[src/rtl/escvc_pkg.sv]
package escvc_pkg;
   localparam int NDIR = 4;
   typedef enum logic [2:0] {
      PORT_LOCAL = 3'd0,
      PORT_EAST  = 3'd1,
      PORT_WEST  = 3'd2,
      PORT_NORTH = 3'd3,
      PORT_SOUTH = 3'd4
   } port_e;
   localparam logic [1:0] DIR_NONE = 2'b00;
   localparam logic [1:0] DIR_POS  = 2'b01;
   localparam logic [1:0] DIR_NEG  = 2'b10;
endpackage

[src/rtl/escvc_dor_route.sv]
module escvc_dor_route
   import escvc_pkg::*;
(
   input  logic [1:0] x_dir,
   input  logic [1:0] y_dir,
   input  logic [3:0] esc_free,
   output port_e      dor_port,
   output logic       dor_ok
);
   logic [1:0] dir_idx;

   always_comb begin
      if (x_dir != DIR_NONE) begin
         dir_idx = (x_dir == DIR_POS) ? 2'd0 : 2'd1;
      end else begin
         dir_idx = (y_dir == DIR_POS) ? 2'd2 : 2'd3;
      end
      dor_port = port_e'({1'b0, dir_idx} + 3'd1);
      dor_ok   = esc_free[dir_idx];
   end
endmodule

[src/rtl/escvc_adp_pick.sv]
module escvc_adp_pick
   import escvc_pkg::*;
#(
   parameter int NAVC = 2,
   localparam int VCW = (NAVC > 1) ? $clog2(NAVC) : 1
)(
   input  logic               clk,
   input  logic               rst_n,
   input  logic [1:0]         x_dir,
   input  logic [1:0]         y_dir,
   input  logic [4*NAVC-1:0]  adp_free,
   input  logic               advance,
   output logic               any_free,
   output port_e              pick_port,
   output logic [VCW-1:0]     pick_vc
);
   logic [NDIR-1:0] cand;
   logic [NDIR-1:0] dfree;
   logic [VCW-1:0]  dvc [NDIR];
   logic [1:0]      rr_q;
   logic [1:0]      sel;

   assign cand[0] = (x_dir == DIR_POS);
   assign cand[1] = (x_dir == DIR_NEG);
   assign cand[2] = (y_dir == DIR_POS);
   assign cand[3] = (y_dir == DIR_NEG);

   for (genvar d = 0; d < NDIR; d++) begin : g_dir
      logic [NAVC-1:0] bits;
      assign bits     = adp_free[d*NAVC +: NAVC];
      assign dfree[d] = cand[d] & (|bits);
      always_comb begin
         dvc[d] = '0;
         for (int v = NAVC - 1; v >= 0; v--) begin
            if (bits[v]) dvc[d] = VCW'(v);
         end
      end
   end

   always_comb begin
      logic [1:0] idx;
      any_free = 1'b0;
      sel      = 2'd0;
      for (int k = 0; k < NDIR; k++) begin
         idx = rr_q + 2'(k);
         if (!any_free && dfree[idx]) begin
            any_free = 1'b1;
            sel      = idx;
         end
      end
      pick_port = port_e'({1'b0, sel} + 3'd1);
      pick_vc   = dvc[sel];
   end

   always_ff @(posedge clk) begin
      if (!rst_n)       rr_q <= 2'd0;
      else if (advance) rr_q <= sel + 2'd1;
   end

   a_r3_pick_minimal: assert property (@(posedge clk) disable iff (!rst_n)
      any_free |-> (cand[sel] && adp_free[sel*NAVC + int'(pick_vc)]));
   a_r4_pointer_steps: assert property (@(posedge clk) disable iff (!rst_n)
      advance |=> (rr_q == $past(sel) + 2'd1));
endmodule

[src/rtl/escvc_block_timer.sv]
module escvc_block_timer #(
   parameter int BLOCK_LIMIT = 4,
   localparam int CW = $clog2(BLOCK_LIMIT + 1)
)(
   input  logic clk,
   input  logic rst_n,
   input  logic clear,
   input  logic set_now,
   input  logic starved,
   output logic drop_q
);
   logic [CW-1:0] cnt_q;

   always_ff @(posedge clk) begin
      if (!rst_n || clear) begin
         cnt_q  <= '0;
         drop_q <= 1'b0;
      end else if (set_now) begin
         drop_q <= 1'b1;
      end else if (starved) begin
         if (cnt_q == CW'(BLOCK_LIMIT - 1)) drop_q <= 1'b1;
         else                               cnt_q  <= cnt_q + 1'b1;
      end else begin
         cnt_q <= '0;
      end
   end

   a_r5_drop_has_cause: assert property (@(posedge clk) disable iff (!rst_n)
      $rose(drop_q) |-> $past(starved || set_now));
   a_r9_clear_resets: assert property (@(posedge clk) disable iff (!rst_n)
      clear |=> !drop_q);
endmodule

[src/rtl/escvc_selector.sv]
module escvc_selector
   import escvc_pkg::*;
#(
   parameter int NAVC        = 2,
   parameter int BLOCK_LIMIT = 4,
   localparam int VCW = (NAVC > 1) ? $clog2(NAVC) : 1
)(
   input  logic               clk,
   input  logic               rst_n,
   input  logic               req_valid,
   input  logic               mode_in,
   input  logic               blk_in,
   input  logic [1:0]         x_dir,
   input  logic [1:0]         y_dir,
   input  logic [4*NAVC-1:0]  adp_free,
   input  logic [3:0]         esc_free,
   output logic               grant_valid,
   output logic [2:0]         grant_port,
   output logic               grant_class,
   output logic [VCW-1:0]     grant_vc,
   output logic               mode_out
);
   if (NAVC < 1) begin : g_bad_navc
      $error("NAVC must be at least 1");
   end
   if (BLOCK_LIMIT < 1) begin : g_bad_limit
      $error("BLOCK_LIMIT must be at least 1");
   end

   logic           at_dest, eff_esc, drop_q;
   logic           any_free, dor_ok;
   port_e          pick_port, dor_port;
   logic [VCW-1:0] pick_vc;
   logic           advance, starved;

   assign at_dest = (x_dir == DIR_NONE) && (y_dir == DIR_NONE);
   assign eff_esc = mode_in | drop_q | blk_in;
   assign advance = req_valid & ~at_dest & ~eff_esc & any_free;
   assign starved = req_valid & ~at_dest & ~eff_esc & ~any_free;

   escvc_dor_route u_dor (
      .x_dir(x_dir), .y_dir(y_dir), .esc_free(esc_free),
      .dor_port(dor_port), .dor_ok(dor_ok)
   );

   escvc_adp_pick #(.NAVC(NAVC)) u_adp (
      .clk(clk), .rst_n(rst_n), .x_dir(x_dir), .y_dir(y_dir),
      .adp_free(adp_free), .advance(advance), .any_free(any_free),
      .pick_port(pick_port), .pick_vc(pick_vc)
   );

   escvc_block_timer #(.BLOCK_LIMIT(BLOCK_LIMIT)) u_tmr (
      .clk(clk), .rst_n(rst_n),
      .clear(~req_valid | grant_valid),
      .set_now(req_valid & blk_in & ~grant_valid),
      .starved(starved), .drop_q(drop_q)
   );

   always_comb begin
      grant_valid = 1'b0;
      grant_port  = PORT_LOCAL;
      grant_class = 1'b0;
      grant_vc    = '0;
      if (req_valid) begin
         if (at_dest) begin
            grant_valid = 1'b1;
            grant_class = eff_esc;
         end else if (eff_esc) begin
            grant_valid = dor_ok;
            grant_port  = dor_ok ? dor_port : PORT_LOCAL;
            grant_class = dor_ok;
         end else if (any_free) begin
            grant_valid = 1'b1;
            grant_port  = pick_port;
            grant_vc    = pick_vc;
         end
      end
   end

   assign mode_out = req_valid & eff_esc;

   a_r2_local_at_dest: assert property (@(posedge clk) disable iff (!rst_n)
      (req_valid && x_dir == 2'b00 && y_dir == 2'b00) |->
         (grant_valid && grant_port == 3'd0));
   a_r8_sticky_mode: assert property (@(posedge clk) disable iff (!rst_n)
      (req_valid && mode_in && grant_valid && grant_port != 3'd0) |-> grant_class);
   a_r7_x_first: assert property (@(posedge clk) disable iff (!rst_n)
      (grant_valid && grant_class && x_dir != 2'b00) |->
         (grant_port == 3'd1 || grant_port == 3'd2));
   a_r6_blocked_escapes: assert property (@(posedge clk) disable iff (!rst_n)
      (req_valid && blk_in && grant_valid && grant_port != 3'd0) |-> grant_class);
endmodule

[config.mk]
export PLATFORM = sky130hd
export DESIGN_NAME = escvc_selector
export DESIGN_NICKNAME = d
export VERILOG_FILES = /design/src/rtl/escvc_pkg.sv /design/src/rtl/escvc_dor_route.sv /design/src/rtl/escvc_adp_pick.sv /design/src/rtl/escvc_block_timer.sv /design/src/rtl/escvc_selector.sv
export SDC_FILE = /design/constraint.sdc
export NUM_CORES = 1
export LEC_CHECK = 0
export ABC_AREA = 1
export ABC_CLOCK_PERIOD_IN_PS = 2210
export CAP_MARGIN = 30
export CORE_MARGIN = 2
export CORE_UTILIZATION = 50
export CTS_CLUSTER_DIAMETER = 40
export DETAILED_ROUTE_END_ITERATION = 10
export DONT_BUFFER_PORTS = 1
export PLACE_DENSITY_LB_ADDON = 0.05
export SLEW_MARGIN = 25
export SYNTH_ARGS = -nofsm -noshare
export SYNTH_HDL_FRONTEND = slang
export SYNTH_SLANG_ARGS = --single-unit
[constraint.sdc]
create_clock -name clk -period 2.21 [get_ports clk]
set_clock_uncertainty 0.2 [all_clocks]
set_input_delay 0.442 -clock clk [delete_from_list [all_inputs] [get_ports clk]]
set_output_delay 0.442 -clock clk [all_outputs]
set_load 0.02 [all_outputs]
==> results of run 1 <==
[path summary, 6_finish.rpt]
check	start	end
max	u_adp.rr_q[0]	grant_port[1]
min	rst_n	u_adp.rr_q[1]
max reg2reg	u_adp.rr_q[0]	u_adp.rr_q[1]
min reg2reg	u_tmr.cnt_q[1]	u_tmr.cnt_q[1]
[metal layers]
| metal | vias up | wire, um |
|---|---|---|
| met5 | - | 0 |
| met4 | 0 | 81 |
| met3 | 9 | 100 |
| met2 | 32 | 1550 |
| met1 | 500 | 1160 |
| li1 | 555 | - |
[worst register-to-register path: cells and delay by family, from the launching register on]
kind | cells | cell delay [ps]
and+or+nand+nor | 6 | 450
buffers and inverters | 5 | 510
adders and majority gates | 1 | 270
DFF | 1 | 340
AOI/OAI and AO/OA | 3 | 420
[synth_stat cells]
cell type	instances	area, um2
nor4_2	1	12.5
clkinv_2	1	5.00
o21ai_1	2	10.0
nand4_4	1	21.3
inv_2	4	15.0
nor3_2	2	20.0
nor2_2	4	25.0
o21ai_0	4	20.0
nand2_4	3	33.8
dfxtp_1	6	120
o21bai_1	1	7.51
nand3_2	8	80.1
nand3_1	21	105
xor2_2	1	16.3
nand2_2	7	43.8
a21oi_1	8	40.0
a21oi_2	2	17.5
xnor2_2	1	16.3
nand2_1	38	143
inv_1	21	78.8
nor2_1	16	60.1
buf_6	2	22.5
nand4_2	1	12.5
ha_1	3	37.5
[cells by family after synthesis]
| kind of cell | synth area share |
|---|---|
| adders and majority gates | 0.0390 |
| buffers and inverters | 0.126 |
| DFF | 0.125 |
| and+or+nand+nor | 0.578 |
| xor gates and xnor gates | 0.0338 |
| AOI/OAI and AO/OA | 0.0987 |
[power breakdown]
group	switching (mW)	internal (mW)
sequential	0.00766	0.113
clock	0.0423	0.0616
combinational	0.266	0.192
total	0.316	0.366
[state kept, by name (all words and copies together) (netlist names)]
signal,cells
u_adp.rr_q,2
u_tmr.drop_q,1
u_tmr.cnt_q,3
[timing repair]
item                       4_1_cts  5_1_grt
setup buffers                    4        0
resized for setup               20       18
pin swaps                       10       11
setup endpoints to repair        6        6
[cells in the final DEF, fill, tap and decap left out, drive strengths merged]
master,n
ha,3
nand3,29
dfxtp,6
o21ai,6
nand2,48
clkinv,1
nor2,20
nor4,1
o21bai,1
a21oi,10
xor2,1
xnor2,1
clkbuf,3
nand4,2
buf,20
nor3,2
inv,25
[metrics by stage]
stage / util / worst slack, ps / hold WS, ps / cells / setup TNS, ps
2_1_floorplan: - / -116 / 249 / 158 / -119
3_3_place_gp: 0.718 / -242 / 268 / 197 / -701
3_5_place_dp: 0.718 / -268 / 291 / 197 / -872
4_1_cts: 0.805 / -383 / 181 / 204 / -1420
5_1_grt: 0.856 / -483 / 200 / 204 / -2230
6_report: 0.856 / -414 / 176 / 204 / -1750
[cell type report]
class | count | area (um2) | area share
Clock buffer | 3 | 22.5 | 0.0149
Inverter | 26 | 140 | 0.0928
Multi-Input combinational cell | 124 | 1020 | 0.679
Sequential cell | 6 | 125 | 0.0828
Tap cell | 25 | 31.3 | 0.0207
Timing Repair Buffer | 20 | 166 | 0.110
==> flow_metrics.tcl, run 1 <==
set metrics [dict create \
    rows 15 \
    cp_cell_sequence "buf_12, inv_8, nand3_4, nand2_4, nand2_2, nand2_2, a21oi_2, nand3_2, a21oi_4, inv_2, ha_4, nand2_4, o21ai_4" \
    synthCells 158 \
    drv_slew 0 \
    place_area_um2 1270 \
    gp_congestion 0.818 \
    ys_seq_area_frac 0.125 \
    coreArea_um2 1760 \
    period_share 1.19 \
    power_leakage_nw 0.683 \
    setup_viol 6 \
    die_h_um 47.9 \
    ir_worst_vdd_uv 283 \
    grt_antenna_before_repair 0 \
    grt_pass1_wl_um 4090 \
    io_pins 28 \
    met1_usage 0.267 \
    cts.sinks 6 \
    ys_warn_count 0 \
    rsz0062_at_grt "yes" \
    drt_iter0_drc 17 \
    worst_pin_slew_ps 349 \
    maxSlewHeadroom 0.765 \
    vias_per_cell 5.37 \
    numCtsBuffers 3 \
    r2r_setup_slack_ps -40 \
    stdcell_area_um2 1510 \
    initial_utilization 0.546 \
    grt_max_degree 9 \
    status "finished, violations left" \
    grt_busiest_layer "met2" \
    path_depth 13 \
    grt_remaining_overflow 0 \
    dr.pass1.iters 4 \
    power.density_nw_per_um2 451 \
    r2r_cells 15 \
    globalRouteTotalUtil 0.248 \
    syn2layout_area_growth_pct 56.8 \
    cts_max_level 1 \
    fmaxAchievable_mhz 381 \
    diodes 0 \
    worst_slack_ps -414 \
    grt_pass1_vias 1055 \
    drive_above_1_share 0.587 \
    cp-end-kind "primary output" \
    synthesis.area_um2 963 \
    place_hpwl_um 1980 \
    grt_use_met2 0.496 \
    fin_crit_ps 2620 \
    crit_fanout 8 \
    ys_types 24 \
    min_path_cells 2 \
    cts.path.max_buffers 2 \
    crit_family "simple AND/OR/NAND/NOR gates" \
    worstPathArrival_ps 1980 \
    fillers 123 \
    wirelength_um 2890 \
    hp-class "in -> reg" \
    start_kind "flip-flop" \
    die_w_um 47.9 \
    vias 1096 \
    worst-path-buf-inv 3 \
    violations "setup timing" \
    cpPeakStageDelay_ps 340 \
    worstSetupPathType "reg -> out" \
    finalPower_uw 682 \
    io_buffers 0 \
    synth.net_count 182 \
    cap_violations 0 \
    fp.dieArea_um2 2290 \
    ctsHoldBuffers 0 \
    drc 0 \
    required_ps 1570 \
    drtAntennaViolNets 0 \
    clock_latency_ps 250 \
    slowest_stage "dfxtp_2" \
    cts_tree "yes" \
    use_met3 0.0491 \
    syn_avg_cell_area_um2 6.10 \
    synth_seq_cells 6 \
    wl_per_cell_um 14.2 \
    fin_nets 205 \
    final-hold-violation-count 0 \
    clk_pin_slew_worst_paths_ps 40 \
    cts_root_buffer "clkbuf_4" \
]
Power figures use the tool's default switching activity.
==> inputs of run 2 (changes only) <==
--- a/constraint.sdc
+++ b/constraint.sdc
@@ -4,2 +4,2 @@
 set_output_delay 0.442 -clock clk [all_outputs]
-set_load 0.02 [all_outputs]
+set_load 0.005 [all_outputs]
==> run 2 against run 1 <==
Against the previous run: the flow still finishes with violations (setup timing); global-route usage up 0.67 points; setup slack worse by 16 ps; flip-flop and latch count unchanged; critical path depth down 1; wire length up 4.8%; register-to-register slack worse by 90 ps; core utilization down 0.64 points; combinational power up 2%; maximum frequency down 0.61%; critical path type unchanged; largest cell class unchanged.
==> flow_metrics.tcl, run 2 (synthesis gave the netlist of run 1 again) <==
set metrics [dict create \
    status "finished, violations left" \
    violations "setup timing" \
    ctsHoldBuffers 0 \
    gp_congestion 0.883 \
    fp.dieArea_um2 2290 \
    cts_max_level 1 \
    final_common_cell "nand2_1" \
    die_h_um 47.9 \
    cts.sinks 6 \
    final_cell_mix "25 x nand2_1, 20 x buf_4, 19 x nand3_2" \
    vias_per_cell 5.33 \
    p_switching_uw 313 \
    hp-class "in -> reg" \
    place_hpwl_um 1930 \
    power_leakage_nw 0.690 \
    cap_violations 0 \
    worstSetupPathType "reg -> out" \
    die_w_um 47.9 \
    cpPeakStageDelay_ps 340 \
    rsz0062_at_grt "yes" \
    clk_pin_slew_worst_paths_ps 50 \
    p_seq_frac 0.171 \
    fin_nets 209 \
    coreArea_um2 1760 \
    grt_remaining_overflow 0 \
    swShare 0.447 \
    cts_root_buffer "clkbuf_4" \
    wirelength_um 3030 \
    cp-end-kind "primary output" \
    post-place-ws_ps -216 \
    diodes 0 \
    pwr-share-comb 0.667 \
    syn2layout_area_growth_pct 55.6 \
    vias 1109 \
    fillers 109 \
    clockPowerShare 0.162 \
    crit_path_frequent_cell "nand3_2" \
    fin_crit_ps 2640 \
    dr.pass1.iters 4 \
    start_kind "flip-flop" \
    drv_slew 0 \
    final-hold-violation-count 0 \
    worstPathArrival_ps 2000 \
    drive_above_1_share 0.601 \
    drt_iter0_drc 24 \
    maxSlewHeadroom 0.789 \
    largest_reg_flops 3 \
    grt_antenna_before_repair 0 \
    largest_register "u_tmr.cnt_q" \
    initial_utilization 0.546 \
    cts_tree "yes" \
    cp_cell_sequence "buf_12, nand3_2, nand3_2, nand2_4, buf_4, nand3_2, nand3_2, a21oi_2, inv_2, ha_4, nand2_2, o21ai_2" \
    rows 15 \
    worst-path-buf-inv 3 \
    wl_per_cell_um 14.5 \
    grt_pass1_wl_um 4110 \
    ir_worst_vdd_uv 429 \
    slowest_stage "dfxtp_2" \
    crit_family "simple AND/OR/NAND/NOR gates" \
    grt_max_degree 9 \
    fmaxAchievable_mhz 379 \
    drc 0 \
    io_buffers 0 \
    top_regs "u_tmr.cnt_q x3, u_adp.rr_q x2, u_tmr.drop_q x1" \
    clock_latency_ps 260 \
    grt_pass1_vias 999 \
    worst_pin_slew_ps 314 \
    io_pins 28 \
    timing.setup.tns_ps -2200 \
    setup_viol 9 \
    p_int_uw 387 \
    crit_fanout 8 \
    required_ps 1570 \
    cts.path.max_buffers 2 \
    numCtsBuffers 3 \
    worst_slack_ps -430 \
    power.density_nw_per_um2 467 \
    drtAntennaViolNets 0 \
    globalRouteTotalUtil 0.255 \
    period_share 1.19 \
]
## run 2: changes by cell type in the layout (fill, tap and decap cells not counted), moves of 2 or more
cell | before | now
buf_6 | 1 | 3
o21ai_4 | 2 | 0
nand3_4 | 6 | 3
nand3_2 | 15 | 19
nand2_2 | 9 | 13
nand2_1 | 27 | 25
o21ai_2 | 0 | 2
buf_4 | 18 | 20
nand2_4 | 12 | 10
## run 2: path summary, 6_finish.rpt
kind / from / to / cells after the start / slack, ps
setup / recovery: u_adp.rr_q[0] / grant_port[1] / 12 / -430
hold / removal: rst_n / u_adp.rr_q[1] / 2 / 200
setup reg to reg: u_adp.rr_q[0] / u_tmr.cnt_q[0] / 15 / -130
hold reg to reg: u_tmr.drop_q / u_tmr.drop_q / 2 / 290
## run 2: worst reg2reg max path, stage by stage, from the launching register on
cell	delay, ps
dfxtp_2	330
buf_12	150
xnor2_4	220
buf_6	120
nand3_1	100
nand2_2	110
nand4_4	90
buf_4	150
buf_6	110
buf_4	140
inv_1	110
nand3_2	130
nand2_4	120
nand2_1	60
nand2_1	60
nor2_1	30
## run 2: layer usage
layer | GRT usage | routed length (um)
met1 | 0.324 | 1230
met5 | 0 | 0
met3 | 0.0717 | 162
met2 | 0.427 | 1580
met4 | 0.0541 | 57
## run 2: area by class of cell
cell class	instances	area, um2	share of cell area
multi-input combinational	124	973	0.649
timing repair buffer	24	204	0.136
inverter	26	143	0.0952
sequential	6	125	0.0835
tap	25	31.3	0.0209
clock buffer	3	22.5	0.0150
## run 2: per-stage QoR
step	instances	util	hold WS, ps	cell area (um2)	power, mW
detailed placement	200	0.720	270	1270	0.456
finish	208	0.850	200	1500	0.699
global placement	200	0.720	272	1270	0.448
global route	208	0.850	196	1500	0.734
floorplan	158	-	249	1110	0.358
CTS	205	0.793	172	1400	0.616
## run 2: repair_timing
item | in CTS | in global routing
setup buffers | 2 | 3
pin swaps | 10 | 13
setup endpoints to repair | 5 | 6
gates resized for setup | 22 | 18
endpoints found under the hold margin | 0 | 0
## run 2: power by group through the flow
stage                     registers, mW  clock network, mW  logic, mW
after global placement            0.120                  0      0.328
after CTS                         0.120              0.113      0.384
final                             0.120              0.113      0.466
after floorplan                   0.116                  0      0.242
after global routing              0.120              0.119      0.494
after detailed placement          0.120                  0      0.336
